`src/rtl/tsync_pkg.sv`:
```
package tsync_pkg;
  localparam logic [1:0] MD_NORMAL   = 2'b00;
  localparam logic [1:0] MD_HOLDOVER = 2'b01;
  localparam logic [1:0] MD_FREERUN  = 2'b10;
  localparam logic [1:0] MD_RSVD     = 2'b11;

  typedef struct packed {
    logic [1:0] mode;
    logic       ref_sec;
    logic       cont;
  } req_t;

  localparam int REQ_W = $bits(req_t);
  localparam req_t REQ_RST = '{mode: MD_FREERUN, ref_sec: 1'b0, cont: 1'b0};
endpackage

```
`src/rtl/tsync_rst_sync.sv`:
```
module tsync_rst_sync #(
  parameter int STAGES = 2
) (
  input  logic clk,
  input  logic arst_n,
  output logic rst_n_sync
);
  logic [STAGES-1:0] chain_q;

  always_ff @(posedge clk or negedge arst_n) begin
    if (!arst_n) chain_q <= '0;
    else         chain_q <= {chain_q[STAGES-2:0], 1'b1};
  end

  assign rst_n_sync = chain_q[STAGES-1];
endmodule

```
`src/rtl/tsync_req_sync.sv`:
```
module tsync_req_sync #(
  parameter int STAGES = 2
) (
  input  logic               clk,
  input  logic               rst_n,
  input  tsync_pkg::req_t    req_i,
  output tsync_pkg::req_t    req_o
);
  import tsync_pkg::*;

  req_t stage_q [STAGES];

  always_ff @(posedge clk or negedge rst_n) begin
    if (!rst_n) stage_q[0] <= REQ_RST;
    else        stage_q[0] <= req_i;
  end

  for (genvar s = 1; s < STAGES; s++) begin : g_stage
    always_ff @(posedge clk or negedge rst_n) begin
      if (!rst_n) stage_q[s] <= REQ_RST;
      else        stage_q[s] <= stage_q[s-1];
    end
  end

  assign req_o = stage_q[STAGES-1];
endmodule

```
`src/rtl/tsync_mode_core.sv`:
```
module tsync_mode_core (
  input  logic             clk,
  input  logic             rst_n,
  input  tsync_pkg::req_t  req_i,
  output logic [1:0]       mode_o,
  output logic             ref_sec_o,
  output logic             tie_en_o,
  output logic             chg_o,
  output logic             err_o
);
  import tsync_pkg::*;

  logic [1:0] mode_q, mode_d;
  logic       ref_q, ref_d;
  logic       tie_q, tie_d;
  logic       chg_q, chg_d;
  logic       err_q, err_d;
  logic       upd_en;
  logic       leave_hold_pri;

  assign upd_en         = (req_i.mode != MD_RSVD);
  assign leave_hold_pri = (mode_q == MD_HOLDOVER) && !ref_q;

  always_comb begin
    mode_d = mode_q;
    ref_d  = ref_q;
    tie_d  = 1'b0;
    chg_d  = 1'b0;
    err_d  = err_q | !upd_en;
    if (upd_en) begin
      mode_d = req_i.mode;
      ref_d  = req_i.ref_sec;
      chg_d  = (mode_d != mode_q) || (ref_d != ref_q);
      tie_d  = leave_hold_pri && (mode_d == MD_NORMAL) && !ref_d && req_i.cont;
    end
  end

  always_ff @(posedge clk or negedge rst_n) begin
    if (!rst_n) begin
      mode_q <= MD_FREERUN;
      ref_q  <= 1'b0;
    end else if (upd_en) begin
      mode_q <= mode_d;
      ref_q  <= ref_d;
    end
  end

  always_ff @(posedge clk or negedge rst_n) begin
    if (!rst_n) begin
      tie_q <= 1'b0;
      chg_q <= 1'b0;
      err_q <= 1'b0;
    end else begin
      tie_q <= tie_d;
      chg_q <= chg_d;
      err_q <= err_d;
    end
  end

  assign mode_o    = mode_q;
  assign ref_sec_o = ref_q;
  assign tie_en_o  = tie_q;
  assign chg_o     = chg_q;
  assign err_o     = err_q;

  p_legal_mode_r1: assert property (@(posedge clk) disable iff (!rst_n)
    mode_q != MD_RSVD);

  p_hold_on_rsvd_r3: assert property (@(posedge clk) disable iff (!rst_n)
    (req_i.mode == MD_RSVD) |=> (mode_q == $past(mode_q)) && (ref_q == $past(ref_q)) && !chg_q);

  p_err_sticky_r4: assert property (@(posedge clk) disable iff (!rst_n)
    err_q |=> err_q);

  p_tie_single_r5: assert property (@(posedge clk) disable iff (!rst_n)
    tie_q |=> !tie_q);

  p_tie_target_r6: assert property (@(posedge clk) disable iff (!rst_n)
    tie_q |-> (mode_q == MD_NORMAL) && !ref_q && chg_q);

  p_chg_real_r7: assert property (@(posedge clk) disable iff (!rst_n)
    chg_q |-> (mode_q != $past(mode_q)) || (ref_q != $past(ref_q)));
endmodule

```
`src/rtl/tsync_mode_ctrl.sv`:
```
module tsync_mode_ctrl #(
  parameter int RST_STAGES = 2,
  parameter int REQ_STAGES = 2
) (
  input  logic       clk_frame,
  input  logic       rst_n,
  input  logic [1:0] mode_req_i,
  input  logic       ref_req_i,
  input  logic       cont_req_i,
  output logic [1:0] mode_o,
  output logic       ref_sec_o,
  output logic       tie_en_o,
  output logic       state_chg_o,
  output logic       rsvd_err_o
);
  import tsync_pkg::*;

  logic rst_n_int;
  req_t req_raw, req_sync;

  assign req_raw = '{mode: mode_req_i, ref_sec: ref_req_i, cont: cont_req_i};

  tsync_rst_sync #(.STAGES(RST_STAGES)) u_rst (
    .clk        (clk_frame),
    .arst_n     (rst_n),
    .rst_n_sync (rst_n_int)
  );

  tsync_req_sync #(.STAGES(REQ_STAGES)) u_req (
    .clk   (clk_frame),
    .rst_n (rst_n_int),
    .req_i (req_raw),
    .req_o (req_sync)
  );

  tsync_mode_core u_core (
    .clk       (clk_frame),
    .rst_n     (rst_n_int),
    .req_i     (req_sync),
    .mode_o    (mode_o),
    .ref_sec_o (ref_sec_o),
    .tie_en_o  (tie_en_o),
    .chg_o     (state_chg_o),
    .err_o     (rsvd_err_o)
  );

  p_reset_state_r8: assert property (@(posedge clk_frame)
    !rst_n |-> (mode_o == MD_FREERUN) && !ref_sec_o && !tie_en_o && !state_chg_o && !rsvd_err_o);
endmodule

```
`config.mk`:
```
export PLATFORM = sky130hd
export DESIGN_NAME = tsync_mode_ctrl
export DESIGN_NICKNAME = d
export VERILOG_FILES = /design/src/rtl/tsync_pkg.sv /design/src/rtl/tsync_rst_sync.sv /design/src/rtl/tsync_req_sync.sv /design/src/rtl/tsync_mode_core.sv /design/src/rtl/tsync_mode_ctrl.sv
export SDC_FILE = /design/constraint.sdc
export NUM_CORES = 1
export LEC_CHECK = 0
export ABC_AREA = 1
export ABC_CLOCK_PERIOD_IN_PS = 800
export BUFFER_PORTS_ARGS = -buffer_cell sky130_fd_sc_hd__buf_2
export CORE_AREA = 2 2 39 41
export DETAILED_ROUTE_END_ITERATION = 12
export DIE_AREA = 0 0 41 43
export GPL_TIMING_DRIVEN = 0
export SYNTH_ARGS = -nofsm -noshare
export SYNTH_HDL_FRONTEND = slang
export SYNTH_SLANG_ARGS = --single-unit
```
`constraint.sdc`:
```
create_clock -name clk_frame -period 0.8 [get_ports clk_frame]
set_input_delay 0.12 -clock clk_frame [delete_from_list [all_inputs] [get_ports clk_frame]]
set_output_delay 0.12 -clock clk_frame [all_outputs]
set_load 0.01 [all_outputs]
```
==> results of run 1 <==
[layer usage]
metal  track usage  vias up  wire [µm]
li1              -      167          -
met1       0.09790      153        283
met2        0.1375        9        350
met3       0.03141        0         32
met4       0.08000        0          0
met5             0        -          0
[worst paths after layout]
check / start / to
min: rst_n / u_rst.chain_q[0]
max reg2reg: u_core.mode_o[1] / u_core.chg_o
max: u_core.mode_o[1] / mode_o[1]
min reg2reg: u_rst.chain_q[1] / u_req.stage_q[5]
max in group asynchronous: u_rst.chain_q[1] / u_req.req_o[3]
min in group clk_frame: u_req.stage_q[6] / u_req.req_o[2]
[power by group]
group	leakage [nW]	internal [mW]	total, mW	switching, mW
Combinational	0.154	0.0694	0.122	0.0530
Clock	0.0150	0.193	0.410	0.217
Sequential	0.182	0.858	0.893	0.0350
Total	0.351	1.12	1.43	0.305
[metrics by stage]
stage,hold slack (ns),total power [mW],util,cell area (µm²),setup WS (ns)
after detailed placement,-0.09461,0.9957,0.4286,593.1,-0.1574
after global placement,-0.09421,0.9929,0.4286,593.1,-0.1459
after global routing,0.1384,1.503,0.5009,693.2,-0.2696
after CTS,0.1252,1.449,0.4937,683.2,-0.2370
after floorplan,-0.1756,0.9536,-,518.0,-0.1321
final,0.1467,1.425,0.5009,693.2,-0.2263
[kinds of logic after synthesis]
family,synth area share
flops,0.7840
simple gates,0.1044
buf+inv,0.05825
compound gates,0.02912
xor+xnor,0.01699
other cells,0.007275
[cells in the final DEF (no fill, tap or decap)]
| cell | n |
|---|---|
| dfrtp_1 | 13 |
| nand2_1 | 9 |
| buf_2 | 9 |
| inv_1 | 6 |
| dlygate4sd3_1 | 5 |
| clkbuf_4 | 3 |
| dfstp_2 | 3 |
| inv_2 | 2 |
| o21ai_1 | 2 |
| buf_6 | 2 |
| xnor2_1 | 1 |
| nand3_1 | 1 |
| nand2_2 | 1 |
| nand4_1 | 1 |
| nor3_1 | 1 |
| a21oi_2 | 1 |
| clkbuf_1 | 1 |
| buf_4 | 1 |
| conb_1 | 1 |
[cell type report]
class | instances | area [µm²] | share of cell area
flip-flops and latches | 16 | 404.1 | 0.5830
repair buffers | 17 | 125.1 | 0.1805
multi-input cells | 18 | 87.58 | 0.1264
inverters | 8 | 30.03 | 0.04332
clock buffers | 4 | 26.28 | 0.03791
well taps | 16 | 20.02 | 0.02888
[flip-flops by register name, indices dropped and copies added, names as in the netlist]
signal	cells
u_req.req_o	4
u_core.ref_sec_o	1
u_rst.chain_q	2
u_core.err_o	1
u_core.mode_o	2
u_core.chg_o	1
u_core.tie_en_o	1
u_req.stage_q	4
[timing repair]
action                                  in CTS  in global routing
gates resized for setup                      2                  3
hold endpoints to repair                     6                  0
hold buffers                                 5                  0
pin swaps                                    1                  0
setup buffers                                1                  0
endpoints found under the setup margin      10                 12
==> results.sh, run 1 <==
export IMPL_die_h_um=43
export IMPL_fillers=131
export IMPL_cp_cell_sequence="buf_6"
export IMPL_relSlewSlack=0.6415
export IMPL_ys_seq_elements=16
export IMPL_crit_arrival_ns=0.91
export IMPL_cpPeakStageDelay_ns=0.54
export IMPL_synth_most_common_cell="dfrtp_1"
export IMPL_dieWidth_um=41
export IMPL_finalSetupTns_ns=-1.258
export IMPL_grt_pass1_vias=301
export IMPL_ys_flop_type="dfrtp_1"
export IMPL_antenna_cells=0
export IMPL_path_buf_inv=1
export IMPL_clock_path_buffers=2
export IMPL_clkTransAtPathRegs_ns=0.08
export IMPL_crit_family="flip-flops"
export IMPL_stdcell_count=79
export IMPL_drive_above_1_share=0.3492
export IMPL_ys_top_cells_by_count="dfrtp_1, nand2_1, inv_1, dfstp_2, o21ai_0"
export IMPL_ys_seq_area_frac=0.7840
export IMPL_cts_buffers_inserted=3
export IMPL_status="finished, violations left"
export IMPL_synthesis_area_um2=515.5
export IMPL_vias=329
export IMPL_violations="negative setup slack"
export IMPL_wl_per_cell_um=8.430
export IMPL_rows=14
export IMPL_dpl_cell_count=69
export IMPL_hold_viol_final=0
export IMPL_synth_cell_types=12
export IMPL_period_needed_ns=1.026
export IMPL_postLayoutSetupSlackWorst_ns=-0.2263
export IMPL_pin_count=12
export IMPL_post_route_period_util=1.283
export IMPL_cp_end_kind="output pin"
export IMPL_crit_required_ns=0.68
export IMPL_die_area_mm2=0.001763
export IMPL_avgViaCountPerCell=4.165
export IMPL_yosys_top_cells_area="dfrtp_1, dfstp_2, nand2_1"
export IMPL_ir_drop_mv=1.070
export IMPL_area_delta_synth_final_pct=34.47
export IMPL_yosysTopAreaCell="dfrtp_1"
export IMPL_async_reset_ff_frac=1.000
export IMPL_worstMarginPinSlew_ns=0.5378
export IMPL_setup_viol=10
export IMPL_fmaxAchievable_mhz=974.4
export IMPL_drtIter0Drc=5
export IMPL_grt_overflow=0
export IMPL_clock_sinks=16
export IMPL_hold_path_class="in2async"
export IMPL_rsz0062_at_grt="true"
export IMPL_htreeDepth=1
export IMPL_grtUsageTotal=0.09269
export IMPL_drv_cap=0
export IMPL_fin_skew_ns=0.005221
export IMPL_slowest_stage="dfstp_2"
export IMPL_drtAntennaViolNets=0
export IMPL_drc=0
export IMPL_final_nets=70
export IMPL_core_area_mm2=0.001384
export IMPL_p_leak_nw=0.3511
export IMPL_r2r_cells=5
export IMPL_clockRootBuffer="clkbuf_4"
export IMPL_worstSetupPathType="reg2out"
export IMPL_maxSlewViolCount=0
export IMPL_worstPathMaxFanout=2
export IMPL_cts_tree="built"
export IMPL_dr_pass1_iters=4
export IMPL_port_buffers=11
export IMPL_antenna_found_initial=0
export IMPL_cp_depth=1
export IMPL_yosysWarnings=0
export IMPL_grt_pass1_wl_mm=1.062
export IMPL_cp_start_kind="flop"
export IMPL_grt_max_degree=15
export IMPL_syn_inst=42
export IMPL_synth_fp_nets=48
export IMPL_synth_top_area_frac=0.6311
export IMPL_synth_edf_count=0
export IMPL_reg2reg_slack_ns=-0.22
export IMPL_routed_wl_um=666
export IMPL_globalplace_congestion=0.7045
export IMPL_initial_core_util=0.3725
export IMPL_hpwl_um=444
export IMPL_syn_area_per_cell_um2=12.27
export IMPL_clk_latency_ns=0.27
export IMPL_pwr_density_cell_mw_per_mm2=2056
Note: power is estimated with default switching activity, not from simulation.
==> run 2: changes to the inputs <==
--- a/config.mk
+++ b/config.mk
@@ -7,7 +7,7 @@
 export LEC_CHECK = 0
 export ABC_AREA = 1
 export ABC_CLOCK_PERIOD_IN_PS = 800
-export BUFFER_PORTS_ARGS = -buffer_cell sky130_fd_sc_hd__buf_2
+export BUFFER_PORTS_ARGS = -buffer_cell sky130_fd_sc_hd__clkbuf_2
 export CORE_AREA = 2 2 39 41
 export DETAILED_ROUTE_END_ITERATION = 12
 export DIE_AREA = 0 0 41 43
==> run 2 against run 1 <==
Against the previous run: the run still ends with negative setup slack left; largest power group unchanged; sequential cell count is the same; routed wire length grew 9.3%; critical endpoint unchanged; fmax fell by 2.5%; sequential power increased by 0.6%; largest cell class unchanged; worst hold slack improved by 0.0045 ns; global-route usage increased by 0.82 points; critical path depth did not move; power increased by 8.9%.
==> results.sh, run 2 (synthesis gave the netlist of run 1 again) <==
export IMPL_postLayoutSetupSlackWorst_ns=-0.2523
export IMPL_crit_required_ns=0.68
export IMPL_r2r_start="u_core.mode_o[1]"
export IMPL_stdcell_count=80
export IMPL_hpwl_um=480.5
export IMPL_rsz0062_at_grt="true"
export IMPL_initial_core_util=0.3725
export IMPL_fin_skew_ns=0.003032
export IMPL_startpoint="u_core.mode_o[1]"
export IMPL_cp_end_kind="output pin"
export IMPL_status="finished, violations left"
export IMPL_clkTransAtPathRegs_ns=0.09
export IMPL_pin_count=12
export IMPL_maxSlewViolCount=0
export IMPL_antenna_found_initial=0
export IMPL_hold_path_class="in2async"
export IMPL_drv_cap=0
export IMPL_routed_wl_um=728
export IMPL_crit_family="flip-flops"
export IMPL_die_area_mm2=0.001763
export IMPL_clockRootBuffer="clkbuf_4"
export IMPL_cts_buffers_inserted=3
export IMPL_final_common_cell="dfrtp_1"
export IMPL_drive_above_1_share=0.4688
export IMPL_slowest_stage="dfstp_2"
export IMPL_port_buffers=11
export IMPL_drtAntennaViolNets=0
export IMPL_relSlewSlack=0.6488
export IMPL_area_delta_synth_final_pct=44.42
export IMPL_globalplace_congestion=0.7077
export IMPL_clock_sinks=16
export IMPL_layout_common_cells="dfrtp_1, clkbuf_2, nand2_1"
export IMPL_grt_pass1_vias=300
export IMPL_utilization=0.5380
export IMPL_path_buf_inv=1
export IMPL_worstMarginPinSlew_ns=0.5268
export IMPL_antenna_cells=0
export IMPL_cp_start_kind="flop"
export IMPL_wl_per_cell_um=9.100
export IMPL_grtUsageTotal=0.1009
export IMPL_worstPathMaxFanout=2
export IMPL_htreeDepth=1
export IMPL_vias=332
export IMPL_violations="negative setup slack"
export IMPL_grt_overflow=0
export IMPL_pwr_density_cell_mw_per_mm2=2085
export IMPL_crit_arrival_ns=0.93
export IMPL_fillers=125
export IMPL_clock_path_buffers=2
export IMPL_drtIter0Drc=3
export IMPL_dr_pass1_iters=2
export IMPL_hold_viol_final=0
export IMPL_p_total_mw=1.552
export IMPL_post_route_period_util=1.315
export IMPL_grt_max_degree=15
export IMPL_die_h_um=43
export IMPL_rows=14
export IMPL_final_nets=71
export IMPL_ir_drop_mv=1.095
export IMPL_dpl_cell_count=69
export IMPL_period_needed_ns=1.052
export IMPL_clk_latency_ns=0.28
export IMPL_cts_tree="built"
export IMPL_worstSetupPathType="reg2out"
export IMPL_grt_pass1_wl_mm=1.145
export IMPL_setup_viol=10
export IMPL_cp_cell_sequence="buf_6"
export IMPL_dieWidth_um=41
export IMPL_fmaxAchievable_mhz=950.3
export IMPL_cpPeakStageDelay_ns=0.55
export IMPL_avgViaCountPerCell=4.150
export IMPL_core_area_mm2=0.001384
export IMPL_p_leak_nw=0.3751
export IMPL_drc=0
[run 2: cell types whose count changed in the layout (fill, tap and decap cells not counted), moves of 2 or more]
| cell | previous run | this run |
|---|---|---|
| clkbuf_2 | 0 | 8 |
| buf_6 | 2 | 4 |
| buf_2 | 9 | 0 |
| nand2_1 | 9 | 7 |
[run 2: path summary, 6_finish.rpt]
kind	depth (start not counted)	slack (ns)	end
worst max-delay path	1	-0.25	mode_o[1]
worst min-delay path	2	0.15	u_rst.chain_q[0]
worst max register to register	5	-0.23	u_core.chg_o
worst min register to register	0	0.22	u_req.req_o[0]
max in group asynchronous	0	0.21	u_req.req_o[2]
min in group clk_frame	0	0.35	u_req.req_o[2]
[run 2: area by class of cell]
type	count	area, µm²	share of cell area
multi-input cells	18	110.1	0.1479
repair buffers	18	142.6	0.1916
inverters	8	30.03	0.04034
well taps	16	20.02	0.02689
clock buffers	4	36.28	0.04874
flip-flops and latches	16	405.4	0.5445
[run 2: where the power goes]
part	switching (mW)	internal (mW)	leakage (nW)
combinational	0.0583	0.0775	0.173
clock	0.241	0.277	0.0210
sequential	0.0396	0.858	0.181
total	0.339	1.21	0.375
[run 2: per-layer routing]
metal  up-vias  track usage  part of all wire
met5         -            0                 0
met4         0      0.06000                 0
met3         0      0.04712             0.052
met2        11       0.1438              0.53
met1       153       0.1189              0.42
li1        168            -                 -
[run 2: repair_timing]
action,in CTS,in global routing
setup endpoints to repair,10,12
endpoints found under the hold margin,6,0
pin swaps,1,4
setup buffers,1,1
cloned,0,0
hold buffers,5,0
gates resized for setup,2,15
[run 2: through the flow]
step | TNS (ns) | hold slack (ns) | worst slack [ns] | cell area (µm²)
2_1_floorplan | -0.2088 | -0.1756 | -0.1321 | 518.0
3_3_place_gp | -0.2737 | -0.09330 | -0.1464 | 593.1
3_5_place_dp | -0.3179 | -0.09368 | -0.1644 | 593.1
4_1_cts | -1.365 | 0.1320 | -0.2663 | 690.7
5_1_grt | -1.897 | 0.1296 | -0.2965 | 744.5
6_report | -1.318 | 0.1513 | -0.2523 | 744.5
